### config.mk
export PLATFORM = sky130hd
export DESIGN_NAME = iop_cmd_engine
export DESIGN_NICKNAME = d
export VERILOG_FILES = /design/src/rtl/iop_pkg.sv /design/src/rtl/iop_cmd_decode.sv /design/src/rtl/iop_dev_port.sv /design/src/rtl/iop_seq.sv /design/src/rtl/iop_cmd_engine.sv
export SDC_FILE = /design/constraint.sdc
export NUM_CORES = 1
export LEC_CHECK = 0
export ABC_AREA = 1
export BUFFER_PORTS_ARGS = -buffer_cell sky130_fd_sc_hd__buf_2
export CORE_ASPECT_RATIO = 0.7
export CORE_MARGIN = 3
export CORE_UTILIZATION = 45
export DETAILED_ROUTE_END_ITERATION = 12
export GPL_TIMING_DRIVEN = 0
export PLACE_DENSITY = 0.73
export SLEW_MARGIN = 20
export SYNTH_ARGS = -nofsm -noshare
export SYNTH_HDL_FRONTEND = slang
export SYNTH_HIERARCHICAL = 1
export SYNTH_SLANG_ARGS = --single-unit
### constraint.sdc
create_clock -name clk -period 3.01 [get_ports clk]
set_clock_uncertainty 0.1 [all_clocks]
set_input_delay 0.301 -clock clk [delete_from_list [all_inputs] [get_ports clk]]
set_output_delay 0.301 -clock clk [all_outputs]
set_load 0.01 [all_outputs]
### src/rtl/iop_pkg.sv
package iop_pkg;

   localparam int WORD_W = 32;
   localparam int CNT_W  = 16;

   localparam logic [7:0] START_RUN   = 8'h01;
   localparam logic [7:0] OPC_END     = 8'h00;
   localparam logic [7:0] OPC_DEV2MEM = 8'h01;
   localparam logic [7:0] OPC_MEM2DEV = 8'h02;

   typedef struct packed {
      logic [7:0]       aux;
      logic [CNT_W-1:0] count;
      logic [7:0]       opc;
   } cmd_word0_t;

   typedef enum logic [1:0] {
      KIND_END,
      KIND_IN,
      KIND_OUT,
      KIND_BAD
   } cmd_kind_e;

   typedef enum logic [3:0] {
      ST_IDLE,
      ST_FETCH0,
      ST_FETCH1,
      ST_DECODE,
      ST_DEV_RD,
      ST_MEM_WR,
      ST_MEM_RD,
      ST_DEV_WR,
      ST_DONE
   } iop_state_e;

endpackage

### src/rtl/iop_cmd_decode.sv
module iop_cmd_decode
   import iop_pkg::*;
(
   input  cmd_word0_t w0,
   output cmd_kind_e  kind,
   output logic       zero_cnt
);

   always_comb begin
      unique case (w0.opc)
         OPC_END:     kind = KIND_END;
         OPC_DEV2MEM: kind = KIND_IN;
         OPC_MEM2DEV: kind = KIND_OUT;
         default:     kind = KIND_BAD;
      endcase
   end

   assign zero_cnt = (w0.count == '0);

endmodule

### src/rtl/iop_dev_port.sv
module iop_dev_port
   import iop_pkg::*;
#(
   parameter int NDEV  = 4,
   parameter int DEV_W = 2
) (
   input  logic [DEV_W-1:0]       sel,
   input  logic                   req_en,
   input  logic [NDEV-1:0]        dev_ack,
   input  logic [NDEV*WORD_W-1:0] dev_rdata,
   output logic [NDEV-1:0]        dev_req,
   output logic                   ack_sel,
   output logic [WORD_W-1:0]      rdata_sel
);

   for (genvar i = 0; i < NDEV; i++) begin : g_req
      assign dev_req[i] = req_en && (sel == DEV_W'(i));
   end

   if (NDEV == 1) begin : g_single
      assign ack_sel   = dev_ack[0];
      assign rdata_sel = dev_rdata[WORD_W-1:0];
   end else begin : g_multi
      always_comb begin
         ack_sel   = 1'b0;
         rdata_sel = '0;
         for (int i = 0; i < NDEV; i++) begin
            if (sel == DEV_W'(i)) begin
               ack_sel   = dev_ack[i];
               rdata_sel = dev_rdata[i*WORD_W +: WORD_W];
            end
         end
      end
   end

endmodule

### src/rtl/iop_seq.sv
module iop_seq
   import iop_pkg::*;
#(
   parameter int AW    = 16,
   parameter int NDEV  = 4,
   parameter int DEV_W = 2
) (
   input  logic              clk,
   input  logic              rst,
   input  logic              start,
   input  logic [7:0]        start_op,
   input  logic [DEV_W-1:0]  start_dev,
   input  logic [AW-1:0]     start_addr,
   input  cmd_kind_e         kind,
   input  logic              zero_cnt,
   input  logic              mem_ack,
   input  logic [WORD_W-1:0] mem_rdata,
   input  logic              dev_ack_sel,
   input  logic [WORD_W-1:0] dev_rdata_sel,
   output cmd_word0_t        cmd_w0,
   output logic [DEV_W-1:0]  dev_sel,
   output logic              dev_req_en,
   output logic              dev_we,
   output logic [WORD_W-1:0] dev_wdata,
   output logic              mem_req,
   output logic              mem_we,
   output logic [AW-1:0]     mem_addr,
   output logic [WORD_W-1:0] mem_wdata,
   output logic              busy,
   output logic              irq,
   output logic              err
);

   localparam logic [AW-1:0] STEP = AW'(2);

   iop_state_e        st;
   logic [AW-1:0]     ptr;
   logic [AW-1:0]     bufp;
   logic [CNT_W-1:0]  rem;
   logic [WORD_W-1:0] dreg;
   logic              err_q;
   logic              start_ok;
   logic              last_word;

   assign start_ok  = (start_op == START_RUN) && (int'(start_dev) < NDEV);
   assign last_word = (rem == CNT_W'(1));

   always_ff @(posedge clk) begin
      if (rst) begin
         st      <= ST_IDLE;
         ptr     <= '0;
         bufp    <= '0;
         rem     <= '0;
         dreg    <= '0;
         err_q   <= 1'b0;
         cmd_w0  <= '0;
         dev_sel <= '0;
      end else begin
         unique case (st)
            ST_IDLE: begin
               if (start) begin
                  ptr     <= start_addr;
                  dev_sel <= start_dev;
                  if (start_ok) begin
                     err_q <= 1'b0;
                     st    <= ST_FETCH0;
                  end else begin
                     err_q <= 1'b1;
                     st    <= ST_DONE;
                  end
               end
            end
            ST_FETCH0: begin
               if (mem_ack) begin
                  cmd_w0 <= cmd_word0_t'(mem_rdata);
                  st     <= ST_FETCH1;
               end
            end
            ST_FETCH1: begin
               if (mem_ack) begin
                  bufp <= mem_rdata[AW-1:0];
                  st   <= ST_DECODE;
               end
            end
            ST_DECODE: begin
               unique case (kind)
                  KIND_END: st <= ST_DONE;
                  KIND_BAD: begin
                     err_q <= 1'b1;
                     st    <= ST_DONE;
                  end
                  default: begin
                     if (zero_cnt) begin
                        ptr <= ptr + STEP;
                        st  <= ST_FETCH0;
                     end else begin
                        rem <= cmd_w0.count;
                        st  <= (kind == KIND_IN) ? ST_DEV_RD : ST_MEM_RD;
                     end
                  end
               endcase
            end
            ST_DEV_RD: begin
               if (dev_ack_sel) begin
                  dreg <= dev_rdata_sel;
                  st   <= ST_MEM_WR;
               end
            end
            ST_MEM_WR: begin
               if (mem_ack) begin
                  bufp <= bufp + AW'(1);
                  rem  <= rem - CNT_W'(1);
                  if (last_word) begin
                     ptr <= ptr + STEP;
                     st  <= ST_FETCH0;
                  end else begin
                     st  <= ST_DEV_RD;
                  end
               end
            end
            ST_MEM_RD: begin
               if (mem_ack) begin
                  dreg <= mem_rdata;
                  st   <= ST_DEV_WR;
               end
            end
            ST_DEV_WR: begin
               if (dev_ack_sel) begin
                  bufp <= bufp + AW'(1);
                  rem  <= rem - CNT_W'(1);
                  if (last_word) begin
                     ptr <= ptr + STEP;
                     st  <= ST_FETCH0;
                  end else begin
                     st  <= ST_MEM_RD;
                  end
               end
            end
            ST_DONE: st <= ST_IDLE;
            default: st <= ST_IDLE;
         endcase
      end
   end

   always_comb begin
      mem_req  = 1'b0;
      mem_we   = 1'b0;
      mem_addr = ptr;
      unique case (st)
         ST_FETCH0: mem_req = 1'b1;
         ST_FETCH1: begin
            mem_req  = 1'b1;
            mem_addr = ptr + AW'(1);
         end
         ST_MEM_WR: begin
            mem_req  = 1'b1;
            mem_we   = 1'b1;
            mem_addr = bufp;
         end
         ST_MEM_RD: begin
            mem_req  = 1'b1;
            mem_addr = bufp;
         end
         default: ;
      endcase
   end

   assign mem_wdata  = dreg;
   assign dev_wdata  = dreg;
   assign dev_req_en = (st == ST_DEV_RD) || (st == ST_DEV_WR);
   assign dev_we     = (st == ST_DEV_WR);
   assign busy       = (st != ST_IDLE);
   assign irq        = (st == ST_DONE);
   assign err        = err_q;

endmodule

### src/rtl/iop_cmd_engine.sv
module iop_cmd_engine
   import iop_pkg::*;
#(
   parameter  int AW    = 16,
   parameter  int NDEV  = 4,
   localparam int DEV_W = (NDEV > 1) ? $clog2(NDEV) : 1
) (
   input  logic                   clk,
   input  logic                   rst,
   input  logic                   start,
   input  logic [7:0]             start_op,
   input  logic [DEV_W-1:0]       start_dev,
   input  logic [AW-1:0]          start_addr,
   output logic                   busy,
   output logic                   irq,
   output logic                   err,
   output logic                   mem_req,
   output logic                   mem_we,
   output logic [AW-1:0]          mem_addr,
   output logic [WORD_W-1:0]      mem_wdata,
   input  logic                   mem_ack,
   input  logic [WORD_W-1:0]      mem_rdata,
   output logic [NDEV-1:0]        dev_req,
   output logic                   dev_we,
   output logic [WORD_W-1:0]      dev_wdata,
   output logic [7:0]             dev_aux,
   input  logic [NDEV-1:0]        dev_ack,
   input  logic [NDEV*WORD_W-1:0] dev_rdata
);

   if (AW < 2 || AW > WORD_W) begin : g_bad_aw
      $error("iop_cmd_engine: AW must lie in 2..32");
   end
   if (NDEV < 1 || NDEV > 256) begin : g_bad_ndev
      $error("iop_cmd_engine: NDEV must lie in 1..256");
   end

   cmd_word0_t        cmd_w0;
   cmd_kind_e         kind;
   logic              zero_cnt;
   logic [DEV_W-1:0]  dev_sel;
   logic              dev_req_en;
   logic              dev_ack_sel;
   logic [WORD_W-1:0] dev_rdata_sel;

   iop_cmd_decode u_dec (
      .w0       (cmd_w0),
      .kind     (kind),
      .zero_cnt (zero_cnt)
   );

   iop_dev_port #(.NDEV(NDEV), .DEV_W(DEV_W)) u_dev (
      .sel       (dev_sel),
      .req_en    (dev_req_en),
      .dev_ack   (dev_ack),
      .dev_rdata (dev_rdata),
      .dev_req   (dev_req),
      .ack_sel   (dev_ack_sel),
      .rdata_sel (dev_rdata_sel)
   );

   iop_seq #(.AW(AW), .NDEV(NDEV), .DEV_W(DEV_W)) u_seq (
      .clk           (clk),
      .rst           (rst),
      .start         (start),
      .start_op      (start_op),
      .start_dev     (start_dev),
      .start_addr    (start_addr),
      .kind          (kind),
      .zero_cnt      (zero_cnt),
      .mem_ack       (mem_ack),
      .mem_rdata     (mem_rdata),
      .dev_ack_sel   (dev_ack_sel),
      .dev_rdata_sel (dev_rdata_sel),
      .cmd_w0        (cmd_w0),
      .dev_sel       (dev_sel),
      .dev_req_en    (dev_req_en),
      .dev_we        (dev_we),
      .dev_wdata     (dev_wdata),
      .mem_req       (mem_req),
      .mem_we        (mem_we),
      .mem_addr      (mem_addr),
      .mem_wdata     (mem_wdata),
      .busy          (busy),
      .irq           (irq),
      .err           (err)
   );

   assign dev_aux = cmd_w0.aux;

endmodule

==> impl_results.md, run 1 <==
- Setup total negative slack: 0 ns
- Main flop type after synthesis: dfxtp_1
- Total Routed Length: 33.4 mm
- Maximum Capacitance Violations: 0
- Max incr delay on CP: 0.41 ns
- Source of the worst register-to-register timing path: u_seq/dev_sel[0]
- Required arrival time at the worst endpoint: 2.61 ns
- Upper clock frequency limit: 348 MHz
- Max-slew headroom at the worst pin: 48.4%
- Fin nets: 1,840
- Y dimension of the die: 120 microns
- Critical path data arrival time: 2.48 ns
- Weighted congestion at the end of routability-driven global placement: 0.937
- Static power due to leakage: 5.07 nW
- Synthesized net count: 1,530
- Antenna violations before repair: 1
- Vias per cell: 5.60
- Result of the run: finished, final reports clean
- Fraction of synthesized cell area in xor and xnor cells: 0.317%
- DRT antenna net count: 0
- Bufs and invs on worst path: 3
- Cell Count Post-Placement: 1,851
- Horiz. Die Dim: 168 microns
- Number of endpoints failing setup at the final stage: 0
- CTS tree: built
- Boundary pin count: 292
- Non-filler instance count after layout: 1,882
- Detailed Route Iter0 Violations: 1,427
- Effective utilization at floorplan: 47.1%
- Worst Path Class, Setup: reg2out
- Worst path top cell family by delay: buffers and inverters
- Critical path fanouts, max: 10
- Remaining DRCs: 0
- Compound-Gate Fraction of Synth Area: 18.0%
- Number of vias after detailed routing: 10,500
- Layout cell share with drive strength beyond 1: 27.1%
- Most common library cell in the layout ignoring fill and taps: nand2_1
- Warnings from Yosys: 6
- Average wire per standard cell: 17.7 microns
- Post-detailed-placement half-perimeter wirelength: 26.5 mm
- Highest ir drop seen on vdd: 0.359 mV
- Ant. Diodes: 0
- Clock slew seen by the registers of the worst setup and hold paths: 0.06 ns
- Post-route total power: 4.39 mW
- Combined global-route utilization of all metal layers: 32.0%
- Total count of max-transition violations in the final report: 0
- Pin count of the biggest net entering global routing: 17
- Gate Count Post-Synth: 1,329
- Type of element capturing the critical path: output pin
- Total power divided by cell area: 412 nW/um^2
- Cell area after synthesis: 8300 sq um
- Hold Path Origin: start_dev[0]
- Die Area: 20,100 sq um
- Post-synthesis share of cell area spent on and, or, nand and nor gates: 38.1%
- Global route total overflow: 0
- Highest-delay cell along the critical path: clkbuf_1
- Number of cells on the worst reg-to-reg path: 12
- Share of synthesized cell area in full adder, half adder and majority cells: 1.06%
- CTS Root Buffer Type: clkbuf_16
- Number of enable flip-flop cells after synthesis: 0
- Final critical-path required period: 2.88 ns
- Count of H-tree levels built during CTS: 4
- Async set-or-reset flop fraction in the synthesized netlist: 0%
- RSZ-0062 raised after global routing: false
- Average size of a mapped cell: 6.24 sq um
- Clock network latency to the later pin of the worst-skew pair: 0.42 ns
- # port buffers: 291
- Longest Clk Path Bufs: 2
- Hold-critical path depth: 3
- Main combinational cell family by area after synthesis: simple AND/OR/NAND/NOR gates
- CTS sink count: 119
- Commonest cells after routing, fill and taps aside: nand2_1 (360), buf_2 (320), nand3_1 (142)
- Detailed-router iteration count before antenna repair: 6
- Wire length of the first global-routing pass: 51.6 mm
- Yosys cell types: 45
- Share of the clock period used by the worst path after layout: 95.6%
- Sequential cell area fraction in the yosys report: 28.7%
- Post-route cell area: 10,600 sq um
- Total CTS buffers: 17
- Fraction of synthesized area in multiplexers: 0%
- Hold_ws: 0.0527 ns
- Hold Violations, Final: 0
- Transition time of the tightest slew-check pin: 0.774 ns
- Critical Path Start Type: flop
- Via count of the first global-routing pass: 9,724
- CTS Hold Bufs: 0
- Total number of placement rows: 40
- Critical path depth: 7
- Type of the worst min-delay path: in2reg
- Synthesis-stage register bit count: 119
- Core region area: 17,600 sq um
- Area growth from synthesis to layout: 28.3%
- Crit. Startpoint: u_seq/st[3]
- Total placed instance area: 10,000 sq um
- Critical Path, Cell by Cell: nor2_2 -> nand2_1 -> inv_1 -> clkbuf_1 -> o211ai_1 -> o221ai_1 -> buf_2
## state kept, by name, indices dropped and copies added, names as in the netlist
name             count
u_seq/rem           16
u_seq/cmd_w0        32
u_seq/dev_sel        2
u_seq/st             4
u_seq/ptr           16
u_seq/err            1
u_seq/bufp          16
u_seq/dev_wdata     32
## power breakdown
group	switching [mW]	internal, mW
Combinational	0.384	0.258
Sequential	0.0367	1.60
Clock	0.803	1.31
Total	1.22	3.17
## worst register-to-register path, stage by stage (launching register included)
cell     delay (ns)
dfxtp_1        0.37
buf_6          0.18
buf_2          0.25
nand3_1        0.11
nand4_1        0.13
inv_1          0.09
nand3_1        0.14
nand3_1        0.14
nor2_4         0.28
inv_2          0.12
nor2_1         0.24
nand2_1        0.08
a21oi_1        0.13
## through the flow
step                      util (%)  worst slack (ns)
after floorplan                  -              1.03
after detailed placement      57.0             0.565
final                         60.4             0.133
after CTS                     60.4            0.0990
after global placement        57.0             0.584
after global routing          60.4            0.0209
## synth_stat cells, types with 4 or more instances
library cell | instances | share of area [%]
o211ai_1 | 11 | 1.0
nand3_1 | 142 | 8.6
ha_1 | 7 | 1.1
a21oi_1 | 86 | 5.2
nand4_1 | 45 | 3.4
nor2_2 | 5 | 0.38
or2_2 | 4 | 0.30
buf_8 | 5 | 0.90
inv_1 | 113 | 5.1
o21ai_0 | 119 | 7.2
o221ai_1 | 7 | 0.74
buf_6 | 5 | 0.68
nand3_2 | 21 | 2.5
nand2_1 | 360 | 16
nor3_1 | 9 | 0.54
buf_2 | 29 | 1.7
nor2_1 | 94 | 4.3
inv_2 | 5 | 0.23
buf_4 | 39 | 3.5
a31oi_1 | 36 | 2.7
dfxtp_1 | 119 | 29
nand3b_1 | 5 | 0.45
clkbuf_1 | 29 | 1.3
## logic make-up after synthesis
kind of cell	after synthesis
AO/OA/AOI/OAI	272
XOR/XNOR	3
adder cells (fa/ha/maj)	7
buffers and inverters	231
flip-flops	119
AND/OR/NAND/NOR	697
## per-layer routing
layer / track usage [%] / part of all wire [%] / vias up
li1: - / - / 5052
met1: 46.6 / 44 / 4807
met2: 47.0 / 42 / 638
met3: 7.97 / 12 / 47
met4: 8.43 / 1.9 / 2
met5: 0 / 0.021 / -
## area by class of cell
| cell class | count | area [sq um] |
|---|---|---|
| Clock buffer | 18 | 429 |
| Tap cell | 231 | 289 |
| Multi-Input combinational cell | 979 | 4770 |
| Timing Repair Buffer | 291 | 1460 |
| Buffer | 108 | 682 |
| Clock inverter | 13 | 173 |
| Inverter | 123 | 467 |
| Sequential cell | 119 | 2380 |
| Fill cell | 1741 | 6970 |
## final timing paths
path	to	slack, ns
worst max-delay path	mem_addr[3]	0.13
worst min-delay path	u_seq/dev_sel[0]	0.05
worst max register to register	u_seq/rem[13]	0.58
worst min register to register	u_seq/cmd_w0[1]	0.35
## timing repair
item	in CTS	in global routing
buffers inserted	0	0
resized for setup	0	3
setup endpoints to repair	0	3
Power figures use the tool's default switching activity.
==> run 2, diff against run 1 <==
RECOVER_POWER = 50   (was default)
==> impl_results.md, run 2 (synthesized netlist as in run 1, its figures left out) <==
- Layout cell share with drive strength beyond 1: 24.0%
- Final critical-path required period: 2.87 ns
- CTS tree: built
- Number of cells on the worst reg-to-reg path: 12
- Core region area: 17,600 sq um
- DRT antenna net count: 0
- Cell Count Post-Placement: 1,851
- Critical Path, Cell by Cell: nor2_2 -> nand2_1 -> inv_1 -> clkbuf_1 -> o211ai_1 -> o221ai_1 -> buf_2
- Total CTS buffers: 17
- Wire length of the first global-routing pass: 51.6 mm
- Highest ir drop seen on vdd: 0.358 mV
- Upper clock frequency limit: 348 MHz
- Detailed-router iteration count before antenna repair: 6
- Effective utilization at floorplan: 47.1%
- Total count of max-transition violations in the final report: 0
- Commonest cells after routing, fill and taps aside: nand2_1 (360), buf_2 (270), nand3_1 (142)
- Ant. Diodes: 0
- Post-detailed-placement half-perimeter wirelength: 26.5 mm
- Slack of the worst reg-to-reg path: 0.33 ns
- Detailed Route Iter0 Violations: 1,372
- Critical Path Start Type: flop
- Clock slew seen by the registers of the worst setup and hold paths: 0.06 ns
- Critical path data arrival time: 2.47 ns
- Worst Path Class, Setup: reg2out
- Worst path top cell family by delay: buffers and inverters
- # port buffers: 291
- Total Routed Length: 33.4 mm
- CTS sink count: 119
- Global route total overflow: 0
- Horiz. Die Dim: 168 microns
- Source of the worst register-to-register timing path: u_seq/dev_sel[0]
- Non-filler instance count after layout: 1,882
- Pin count of the biggest net entering global routing: 17
- Hold_ws: 0.0505 ns
- Crit. Startpoint: u_seq/st[3]
- Die Area: 20,100 sq um
- Area growth from synthesis to layout: 27.5%
- Longest Clk Path Bufs: 2
- Y dimension of the die: 120 microns
- Hold Violations, Final: 0
- CTS Hold Bufs: 0
- Result of the run: finished, final reports clean
- Critical path fanouts, max: 10
- Max-slew headroom at the worst pin: 48.0%
- Crit path to: mem_addr[3]
- CTS Root Buffer Type: clkbuf_16
- Antenna violations before repair: 1
- Post-route total power: 4.39 mW
- Max incr delay on CP: 0.43 ns
- Vias per cell: 5.62
- Remaining DRCs: 0
- Static power due to leakage: 4.83 nW
- Critical path depth: 7
- Endpoint of the worst-slack reg-to-reg timing path: u_seq/rem[9]
- Type of the worst min-delay path: in2reg
- Total number of placement rows: 40
- Maximum Capacitance Violations: 0
- Share of the clock period used by the worst path after layout: 95.5%
- RSZ-0062 raised after global routing: false
- Transition time of the tightest slew-check pin: 0.780 ns
- Bufs and invs on worst path: 3
- Setup total negative slack: 0 ns
- Most common library cell in the layout ignoring fill and taps: nand2_1
- Hold Path Origin: start_dev[0]
- Total power divided by cell area: 415 nW/um^2
- Boundary pin count: 292
- Combined global-route utilization of all metal layers: 32.0%
- Count of H-tree levels built during CTS: 4
- Via count of the first global-routing pass: 9,724
- Number of endpoints failing setup at the final stage: 0
- Required arrival time at the worst endpoint: 2.61 ns
- Average wire per standard cell: 17.7 microns
- Type of element capturing the critical path: output pin
- Number of vias after detailed routing: 10,600
- Fin nets: 1,840
- Weighted congestion at the end of routability-driven global placement: 0.937
- Clock network latency to the later pin of the worst-skew pair: 0.42 ns
- Highest-delay cell along the critical path: clkbuf_1
run 2: cell count changes in the layout (fill, tap and decap cells not counted), sizes merged:
cell | previous run | this run
buf | 370 | 294
clkbuf | 47 | 123
run 2: repair_timing:
item                                    4_1_cts  5_1_grt
resized for setup                             0        3
setup buffers                                 0        0
endpoints found under the setup margin        0        3
run 2: where the power goes:
group | switching, mW | total, mW | internal, mW
combinational | 0.384 | 0.641 | 0.256
sequential | 0.0369 | 1.64 | 1.60
clock | 0.803 | 2.11 | 1.31
total | 1.22 | 4.39 | 3.17
run 2: layout make-up:
cell class	instances	area, sq um
flip-flops and latches	119	2380
inverters	123	467
well taps	231	289
plain buffers	108	681
fillers	1774	7040
repair buffers	291	1400
clock buffers	18	429
clock inverters	13	173
multi-input cells	979	4760
run 2: worst min-delay path by stage:
stage	cells after the start	endpoint	slack, ns
final	3	u_seq/dev_sel[0]	0.05
after global routing	3	u_seq/dev_wdata[21]	0.06
after CTS	3	u_seq/dev_sel[0]	0.04
after detailed placement	2	u_seq/cmd_w0[1]	0.34
after global placement	2	u_seq/cmd_w0[2]	0.33
after floorplan	2	u_seq/cmd_w0[2]	0.32
run 2: per-layer routing:
metal | up-vias | track usage [%] | wire length [microns]
li1 | 5055 | - | -
met3 | 43 | 7.97 | 3870
met2 | 604 | 47.0 | 14100
met4 | 2 | 8.43 | 570
met5 | - | 0 | 7
met1 | 4870 | 46.6 | 14900
run 2: stage by stage:
step,worst slack [ns],utilization (%),instance area (sq um)
6_report,0.136,60.0,10600
3_3_place_gp,0.584,57.0,10000
5_1_grt,0.0209,60.0,10600
2_1_floorplan,1.03,-,8300
3_5_place_dp,0.565,57.0,10000
4_1_cts,0.0990,60.4,10600
run 2: tightest hold or removal path: stages:
cell and delay, ns:
buf_2 0.10, nand3_1 0.07, a21oi_1 0.06
